==> config.mk <==
export PLATFORM = sky130hd
export DESIGN_NAME = sharer_ack_unit
export DESIGN_NICKNAME = d
export VERILOG_FILES = /design/src/rtl/sharer_ack_pkg.sv /design/src/rtl/sharer_ack_onehot.sv /design/src/rtl/sharer_ack_popcount.sv /design/src/rtl/sharer_ack_classify.sv /design/src/rtl/sharer_ack_unit.sv
export SDC_FILE = /design/constraint.sdc
export NUM_CORES = 1
export LEC_CHECK = 0
export BUFFER_PORTS_ARGS = -buffer_cell sky130_fd_sc_hd__buf_2
export CORE_ASPECT_RATIO = 1.4
export CORE_MARGIN = 8
export CORE_UTILIZATION = 50
export CTS_CLUSTER_SIZE = 8
export DETAILED_ROUTE_END_ITERATION = 10
export PLACE_DENSITY = 0.8
export SLEW_MARGIN = 20
export SYNTH_ARGS = -nofsm -noshare
export SYNTH_HDL_FRONTEND = slang
export SYNTH_SLANG_ARGS = --single-unit
==> constraint.sdc <==
create_clock -name clk -period 3.9 [get_ports clk]
set_input_delay 0.39 -clock clk [delete_from_list [all_inputs] [get_ports clk]]
set_output_delay 0.39 -clock clk [all_outputs]
set_load 0.02 [all_outputs]
==> src/rtl/sharer_ack_pkg.sv <==
package sharer_ack_pkg;
   typedef enum logic [2:0] {
      K_RD_SH  = 3'd0,
      K_RD_EX  = 3'd1,
      K_UPG    = 3'd2,
      K_WB     = 3'd3,
      K_EVICT  = 3'd4
   } req_kind_e;

   typedef enum logic [2:0] {
      E_READ     = 3'd0,
      E_READX    = 3'd1,
      E_UPGRADE  = 3'd2,
      E_WB       = 3'd3,
      E_WB_STALE = 3'd4,
      E_EVICT    = 3'd5
   } evt_e;

   typedef enum logic [2:0] {
      U_NONE  = 3'd0,
      U_ADD   = 3'd1,
      U_DEL   = 3'd2,
      U_CLEAR = 3'd3,
      U_MARK  = 3'd4
   } upd_op_e;
endpackage

==> src/rtl/sharer_ack_onehot.sv <==
module sharer_ack_onehot #(
   parameter int N    = 8,
   parameter int ID_W = (N > 1) ? $clog2(N) : 1
) (
   input  logic [ID_W-1:0] id_i,
   output logic [N-1:0]    oh_o
);
   for (genvar i = 0; i < N; i++) begin : g_dec
      assign oh_o[i] = (id_i == ID_W'(i));
   end
endmodule

==> src/rtl/sharer_ack_popcount.sv <==
module sharer_ack_popcount #(
   parameter int N     = 8,
   parameter int CNT_W = $clog2(N + 1)
) (
   input  logic [N-1:0]     vec_i,
   output logic [CNT_W-1:0] cnt_o
);
   logic [CNT_W-1:0] acc [N+1];
   assign acc[0] = '0;
   for (genvar i = 0; i < N; i++) begin : g_acc
      assign acc[i+1] = acc[i] + CNT_W'(vec_i[i]);
   end
   assign cnt_o = acc[N];
endmodule

==> src/rtl/sharer_ack_classify.sv <==
module sharer_ack_classify
   import sharer_ack_pkg::*;
#(
   parameter int N_L1  = 8,
   parameter int CNT_W = $clog2(N_L1 + 1),
   parameter int ACK_W = CNT_W + 1
) (
   input  logic                    valid_i,
   input  logic [2:0]              kind_i,
   input  logic [N_L1-1:0]         req_oh_i,
   input  logic [N_L1-1:0]         sharers_i,
   input  logic [CNT_W-1:0]        cnt_i,
   output logic [2:0]              evt_o,
   output logic [N_L1-1:0]         inv_mask_o,
   output logic signed [ACK_W-1:0] ack_o,
   output logic                    wb_ack_o
);
   logic                    is_sh;
   logic [N_L1-1:0]         others;
   logic signed [ACK_W-1:0] neg_cnt;

   assign is_sh   = |(sharers_i & req_oh_i);
   assign others  = sharers_i & ~req_oh_i;
   assign neg_cnt = ACK_W'(0) - ACK_W'(cnt_i);

   always_comb begin
      evt_o      = E_READ;
      inv_mask_o = '0;
      ack_o      = '0;
      wb_ack_o   = 1'b0;
      if (valid_i) begin
         case (kind_i)
            K_RD_EX: begin
               evt_o      = E_READX;
               inv_mask_o = others;
               ack_o      = neg_cnt + ACK_W'(is_sh);
            end
            K_UPG: begin
               inv_mask_o = others;
               if (is_sh) begin
                  evt_o = E_UPGRADE;
                  ack_o = neg_cnt + ACK_W'(1);
               end else begin
                  evt_o = E_READX;
                  ack_o = neg_cnt;
               end
            end
            K_WB: begin
               evt_o    = is_sh ? E_WB : E_WB_STALE;
               wb_ack_o = 1'b1;
            end
            K_EVICT: begin
               evt_o      = E_EVICT;
               inv_mask_o = sharers_i;
            end
            default: evt_o = E_READ;
         endcase
      end
   end
endmodule

==> src/rtl/sharer_ack_unit.sv <==
module sharer_ack_unit
   import sharer_ack_pkg::*;
#(
   parameter int N_L1  = 8,
   parameter int ID_W  = (N_L1 > 1) ? $clog2(N_L1) : 1,
   parameter int CNT_W = $clog2(N_L1 + 1),
   parameter int ACK_W = CNT_W + 1
) (
   input  logic                    clk,
   input  logic                    rst_n,
   input  logic                    req_valid_i,
   input  logic [2:0]              req_kind_i,
   input  logic [ID_W-1:0]         req_id_i,
   input  logic [2:0]              upd_op_i,
   input  logic [ID_W-1:0]         upd_id_i,
   output logic                    evt_valid_o,
   output logic [2:0]              evt_o,
   output logic [N_L1-1:0]         inv_mask_o,
   output logic signed [ACK_W-1:0] ack_cnt_o,
   output logic                    wb_ack_o,
   output logic [N_L1-1:0]         sharers_o,
   output logic [ID_W-1:0]         owner_o,
   output logic [CNT_W-1:0]        sharer_cnt_o
);
   if (N_L1 < 2 || N_L1 > 64) begin : g_bad_n
      $error("sharer_ack_unit: N_L1 must lie in 2..64");
   end
   if (ACK_W < CNT_W + 1) begin : g_bad_ack
      $error("sharer_ack_unit: ACK_W too narrow for negated count");
   end

   logic [N_L1-1:0] sh_q;
   logic [ID_W-1:0] own_q;
   logic [N_L1-1:0] req_oh, upd_oh;

   sharer_ack_onehot #(.N(N_L1), .ID_W(ID_W)) u_req_dec (.id_i(req_id_i), .oh_o(req_oh));
   sharer_ack_onehot #(.N(N_L1), .ID_W(ID_W)) u_upd_dec (.id_i(upd_id_i), .oh_o(upd_oh));

   sharer_ack_popcount #(.N(N_L1), .CNT_W(CNT_W)) u_pop (.vec_i(sh_q), .cnt_o(sharer_cnt_o));

   sharer_ack_classify #(.N_L1(N_L1), .CNT_W(CNT_W), .ACK_W(ACK_W)) u_cls (
      .valid_i   (req_valid_i),
      .kind_i    (req_kind_i),
      .req_oh_i  (req_oh),
      .sharers_i (sh_q),
      .cnt_i     (sharer_cnt_o),
      .evt_o     (evt_o),
      .inv_mask_o(inv_mask_o),
      .ack_o     (ack_cnt_o),
      .wb_ack_o  (wb_ack_o)
   );

   always_ff @(posedge clk) begin
      if (!rst_n) begin
         sh_q  <= '0;
         own_q <= '0;
      end else begin
         case (upd_op_i)
            U_ADD:   sh_q <= sh_q | upd_oh;
            U_DEL:   sh_q <= sh_q & ~upd_oh;
            U_CLEAR: sh_q <= '0;
            U_MARK: begin
               sh_q  <= upd_oh;
               own_q <= upd_id_i;
            end
            default: ;
         endcase
      end
   end

   assign evt_valid_o = req_valid_i;
   assign sharers_o   = sh_q;
   assign owner_o     = own_q;
endmodule

==> metrics.md, run 1 <==
| Metric | Value |
|---|---|
| Hold Violations, Final | 0 |
| Mapped Area | 1330 µm² |
| Post-route ant nets | 0 |
| Clk slew on worst S/H paths | 70 ps |
| Share of post-route cells with drive strength above 1 | 0.356 |
| Clock Skew | 0 ps |
| Routed wire per std cell | 15.1 µm |
| RR Startpoint | sharers_o[3]$_SDFFE_PN0P_ |
| Grt ovf | 0 |
| FILL cells | 241 |
| Clock root buffer | clkbuf_4 |
| Hold-fix buffers, CTS | 0 |
| R2R Setup Slk | 2970 ps |
| Max_slew headroom | 0.556 |
| IO Count | 48 |
| Max VDD drop | 190 µV |
| Data arrival, critical path | 3500 ps |
| # rows | 22 |
| Gpl congestion | 0.889 |
| RSZ-0062 raised after global routing | true |
| CTS tree | yes |
| Vias in the first global route | 1,385 |
| Dpl ws | 40.5 ps |
| Most common cell after layout, fill and taps aside | buf_2 |
| Final net count | 243 |
| CTS Sinks | 11 |
| Max_cap viols | 0 |
| Syn Inst Count | 168 |
| ANT cells | 0 |
| Prevailing post-synth register cell | dfxtp_1 |
| Synth cell types | 50 |
| Non-filler cells, final | 252 |
| Drt total wl | 3.80 mm |
| Setup CP Type | flop to primary output |
| Dpl cells | 247 |
| R2R depth | 4 |
| Synthesized area per cell | 7.93 µm² |
| Core Util, Final | 0.669 |
| Initial antenna violation count | 0 |
| FFs w/ async S/R, synth | 0 |
| Hold slack final | 425 ps |
| Status | complete, no violations |
| Hold Path Class | primary input to flop |
| Hold depth | 2 |
| Hold Startpoint | rst_n |
| Cell Pwr Density | 219 nW/µm² |
| CP Max Fanout | 4 |
| Final Max Slew Viols | 0 |
| PnR worst setup slack | 10.4 ps |
| Starting Density | 0.515 |
| Die X-Extent | 59.6 µm |
| Register area share after synthesis | 0.165 |
| Post-DP HPWL | 3.06 mm |
| Flops & latches, synth | 11 |
| WHS Endpoint | sharers_o[7]$_SDFFE_PN0P_ |
| Synth warn | 0 |
| IO Port Bufs | 47 |
| Part of the cycle the worst path needs | 0.997 |
| # DRC | 0 |
| CTS buffer count | 3 |
| Crit end category | primary output |
| Vias per inst | 5.55 |
| Leakage | 0.808 nW |
| Initial drt markers | 27 |
| Post-synth EDFFs | 0 |
| GRT Total Usage | 0.162 |
| Most frequent cells in the layout | buf_2 (43), nand2_1 (18), inv_1 (14) |
| Fin area | 1730 µm² |
| First-pass GRT wire length | 6.04 mm |
| Die area | 4600 µm² |
| Height of the die | 77.1 µm |
| Synthesized Nets | 194 |
| Worst Max-Slew Pin Slew | 664 ps |
| Core area | 2590 µm² |
| DR vias | 1,398 |
| FMAX | 0.257 GHz |
| Area grow syn2layout | 29.9% |
| Endpoints failing setup | 0 |
| Pin count of the biggest net entering global routing | 13 |
| Detailed Routing Iterations Pass 1 | 4 |
| Clock Latency Late Sink | 270 ps |
| H-tree depth | 1 |
| Reg2reg end | sharers_o[3]$_SDFFE_PN0P_ |
| WP data required | 3510 ps |
| CTS max path bufs | 2 |
| Placement-stage cell area | 1610 µm² |
| CP startpoint kind | flop |
| Tmin final | 3890 ps |
## cell families after synthesis
| kind of cell | count (synthesis) | share of synthesized area |
|---|---|---|
| and+or+nand+nor | 60 | 0.250 |
| AOI/OAI and AO/OA | 43 | 0.208 |
| buffers and inverters | 24 | 0.0864 |
| muxes | 12 | 0.118 |
| adders and majority gates | 11 | 0.126 |
| DFF | 11 | 0.165 |
| xor gates and xnor gates | 7 | 0.0460 |
## stage by stage
| stage | power [mW] | setup TNS [ps] |
|---|---|---|
| global placement | 0.270 | 0 |
| finish | 0.379 | 0 |
| detailed placement | 0.274 | 0 |
| floorplan | 0.230 | -75.4 |
| global route | 0.400 | -371 |
| CTS | 0.374 | -202 |
## per-layer routing
metal  share of wire  track usage  up-vias
met4           0.027       0.0671        0
met1            0.36        0.159      656
met3           0.062       0.0267        9
li1                -            -      687
met2            0.55        0.308       46
met5               0            0        -
## worst max path at each step
stage                                         start      endpoint  slack, ps  cells past startpoint
after global placement    sharers_o[2]$_SDFFE_PN0P_  ack_cnt_o[2]        150                     11
final                     sharers_o[5]$_SDFFE_PN0P_  ack_cnt_o[3]         10                     12
after CTS                 sharers_o[5]$_SDFFE_PN0P_  ack_cnt_o[4]        -80                     11
after floorplan           sharers_o[3]$_SDFFE_PN0P_  ack_cnt_o[2]        -80                     10
after global routing      sharers_o[5]$_SDFFE_PN0P_  ack_cnt_o[2]       -150                     11
after detailed placement  sharers_o[2]$_SDFFE_PN0P_  ack_cnt_o[3]         40                     11
## worst max-delay path, stage by stage (launching register included)
cell and delay [ps]:
dfxtp_2 330, fa_1 490, fa_1 490, inv_1 50
fa_2 350, fa_2 620, ha_4 230, inv_4 60
o21ai_1 70, o21ai_1 130, o31a_1 170, o32ai_2 70
buf_4 170
## where the power goes
| group | internal [mW] | switching (mW) |
|---|---|---|
| Sequential | 0.116 | 0.00300 |
| Combinational | 0.0761 | 0.104 |
| Clock | 0.0397 | 0.0404 |
## sequential cells by signal (all words and copies together), names as in the netlist
| register | cells |
|---|---|
| owner_o | 3 |
| sharers_o | 8 |
## repair_timing
item | 4_1_cts | 5_1_grt
resized for setup | 18 | 3
pin swaps | 8 | 7
endpoints found under the setup margin | 4 | 4
buffers inserted | 1 | 0
## cells in the mapped netlist, types with 3 or more instances
cell / instances / area [µm²]
a21oi_1: 12 / 60.1
and2_1: 5 / 31.3
and3_1: 3 / 18.8
clkbuf_1: 5 / 18.8
dfxtp_1: 11 / 220
fa_1: 4 / 80.1
ha_1: 7 / 87.6
inv_1: 15 / 56.3
mux2i_1: 9 / 90.1
nand2_1: 18 / 67.6
nand3b_1: 4 / 30.0
nor2_1: 8 / 30.0
nor2b_1: 4 / 25.0
nor3b_1: 3 / 22.5
o21ai_0: 10 / 50.1
xnor2_1: 4 / 35.0
xor2_1: 3 / 26.3
## area by class of cell
class	count	area [µm²]	share of cell area
sequential	11	221	0.128
tap	36	45.0	0.0260
timing repair buffer	53	294	0.170
inverter	15	58.8	0.0340
clock buffer	4	26.3	0.0152
multi-input combinational	133	1080	0.627
No activity file was read; power rests on OpenSTA's default activity.
==> inputs of run 2 (changes only) <==
- clock period: 3.9 -> 4.15 ns (I/O delays scaled with it)
==> run 2 against run 1 <==
Net effect: first-iteration DRC count grew to 2.6 times the previous value; register-to-register slack better by 240 ps; power is 9.0% lower; via count is 1.2% lower; sequential share of layout area is 0.70 points higher; design area is 3.0% lower; largest power group unchanged; critical path depth is 1 lower; critical endpoint is now ack_cnt_o[4]; routed wire length is 1.8% lower; hold slack better by 30 ps; clock skew stayed put; final cell count is 1.6% lower.
==> metrics.md, run 2 (synthesized netlist as in run 1, its figures left out) <==
| Metric | Value |
|---|---|
| # DRC | 0 (unchanged) |
| Setup CP Type | flop to primary output |
| Status | complete, no violations |
| Hold slack final | 455 ps (+30.3 ps) |
| Share of post-route cells with drive strength above 1 | 0.354 (-0.00271) |
| Worst Max-Slew Pin Slew | 664 ps (-0.305 ps) |
| Vias in the first global route | 1,367 (-1.3%) |
| Part of the cycle the worst path needs | 0.971 |
| Area grow syn2layout | 25.9% |
| Hold Path Class | primary input to flop |
| RSZ-0062 raised after global routing | false |
| Vias per inst | 5.57 (+0.38%) |
| Max_slew headroom | 0.556 (about the same) |
| # rows | 22 (unchanged) |
| Pin count of the biggest net entering global routing | 13 (unchanged) |
| R2R Setup Slk | 3210 ps (+240 ps) |
| Setup TNS | 0 ps (unchanged) |
| Gpl congestion | 0.851 (-4.3%) |
| Post-DP HPWL | 2.90 mm (-5.2%) |
| Max VDD drop | 158 µV (-17%) |
| CTS max path bufs | 2 (unchanged) |
| CTS Sinks | 11 (unchanged) |
| Drt total wl | 3.73 mm (-1.8%) |
| Grt ovf | 0 (unchanged) |
| GRT Total Usage | 0.155 (-0.00653) |
| Initial drt markers | 71 (+160%) |
| FMAX | 0.248 GHz |
| Core area | 2590 µm² (unchanged) |
| Routed wire per std cell | 15.1 µm (-0.23%) |
| Hold depth | 2 (unchanged) |
| R2R depth | 3 (-1) |
| Max_cap viols | 0 (unchanged) |
| Clock root buffer | clkbuf_4 |
| Initial antenna violation count | 0 (unchanged) |
| Final net count | 239 (-1.6%) |
| Starting Density | 0.515 (unchanged) |
| Most frequent cells in the layout | buf_2 (44), nand2_1 (17), inv_1 (14) |
| WHS Endpoint | sharers_o[7]$_SDFFE_PN0P_ |
| Height of the die | 77.1 µm (unchanged) |
| Hold Violations, Final | 0 (unchanged) |
| Clock Latency Late Sink | 260 ps (about the same) |
| Detailed Routing Iterations Pass 1 | 4 (unchanged) |
| Crit end category | primary output |
| Clock Skew | 0 ps (unchanged) |
| IO Port Bufs | 47 (unchanged) |
| CTS buffer count | 3 (unchanged) |
| Most common cell after layout, fill and taps aside | buf_2 |
| First-pass GRT wire length | 5.91 mm (-2.3%) |
| Cell Pwr Density | 206 nW/µm² (-6.2%) |
| IO Count | 48 (unchanged) |
| Data arrival, critical path | 3620 ps (+120 ps) |
| Post-route ant nets | 0 (unchanged) |
| ANT cells | 0 (unchanged) |
| Die area | 4600 µm² (unchanged) |
| WP data required | 3730 ps (+220 ps) |
| CTS tree | yes |
| Hold-fix buffers, CTS | 0 (unchanged) |
| Core Util, Final | 0.648 (-0.0203) |
| Hold Startpoint | rst_n |
| Clk slew on worst S/H paths | 70 ps (about the same) |
| CP startpoint kind | flop |
| DR vias | 1,381 (-1.2%) |
| Tmin final | 4030 ps |
| Final Max Slew Viols | 0 (unchanged) |
| H-tree depth | 1 (unchanged) |
| CP Max Fanout | 5 (+1) |
| Die X-Extent | 59.6 µm (unchanged) |
| Max FFs per register | 8 (unchanged) |
| Leakage | 0.781 nW (-3.4%) |
| Reg2reg end | sharers_o[7]$_SDFFE_PN0P_ |
| Endpoints failing setup | 0 (unchanged) |
| CP startpoint | sharers_o[3]$_SDFFE_PN0P_ |
| Dpl ws | 216 ps (+175 ps) |
| RR Startpoint | sharers_o[7]$_SDFFE_PN0P_ |
| PnR worst setup slack | 119 ps (+109 ps) |
[run 2: cell count changes in the layout (fill, tap and decap cells not counted), sizes merged]
cell / before / now
buf: 53 / 49
[run 2: per-stage QoR]
stage / instances / area (µm²) / power, mW
6_report: 248 / 1680 / 0.345
5_1_grt: 248 / 1680 / 0.366
4_1_cts: 247 / 1640 / 0.333
3_5_place_dp: 242 / 1560 / 0.248
3_3_place_gp: 242 / 1560 / 0.246
2_1_floorplan: 168 / 1340 / 0.213
[run 2: power by group]
group,switching (mW),internal [mW]
logic,0.0932,0.0672
clock network,0.0356,0.0372
registers,0.00349,0.108
[run 2: repair_timing]
action                                  4_1_cts  5_1_grt
hold endpoints to repair                      0        0
buffers inserted                              1        1
endpoints found under the setup margin        3        3
pin swaps                                     1       10
gates resized for setup                       7       15
[run 2: area by class of cell]
| type | count | area, µm² |
|---|---|---|
| tap | 36 | 45.0 |
| timing repair buffer | 49 | 258 |
| sequential | 11 | 226 |
| inverter | 15 | 56.3 |
| clock buffer | 4 | 26.3 |
| multi-input combinational | 133 | 1070 |
| fill | 266 | 910 |
[run 2: how the worst max path moves through the flow]
stage / to / slack [ps]
final: ack_cnt_o[4] / 120
after global routing: ack_cnt_o[3] / 6
after CTS: ack_cnt_o[4] / 30
after detailed placement: ack_cnt_o[4] / 220
after global placement: ack_cnt_o[2] / 290
after floorplan: ack_cnt_o[3] / 120
[run 2: worst max-delay path, stage by stage (launching register included)]
cell and delay [ps]:
dfxtp_4 360, fa_1 500, fa_1 490, inv_1 60, fa_2 380, fa_2 490, ha_4 310, inv_2 40
ha_2 180, o32a_1 190, a32oi_1 180, buf_4 170
[run 2: routing by layer]
| layer | GRT usage | wire length [µm] | part of all wire |
|---|---|---|---|
| met1 | 0.161 | 1490 | 0.40 |
| met2 | 0.290 | 1950 | 0.52 |
| met3 | 0.0200 | 227 | 0.061 |
| met4 | 0.0647 | 61 | 0.016 |
| met5 | 0 | 0 | 0 |
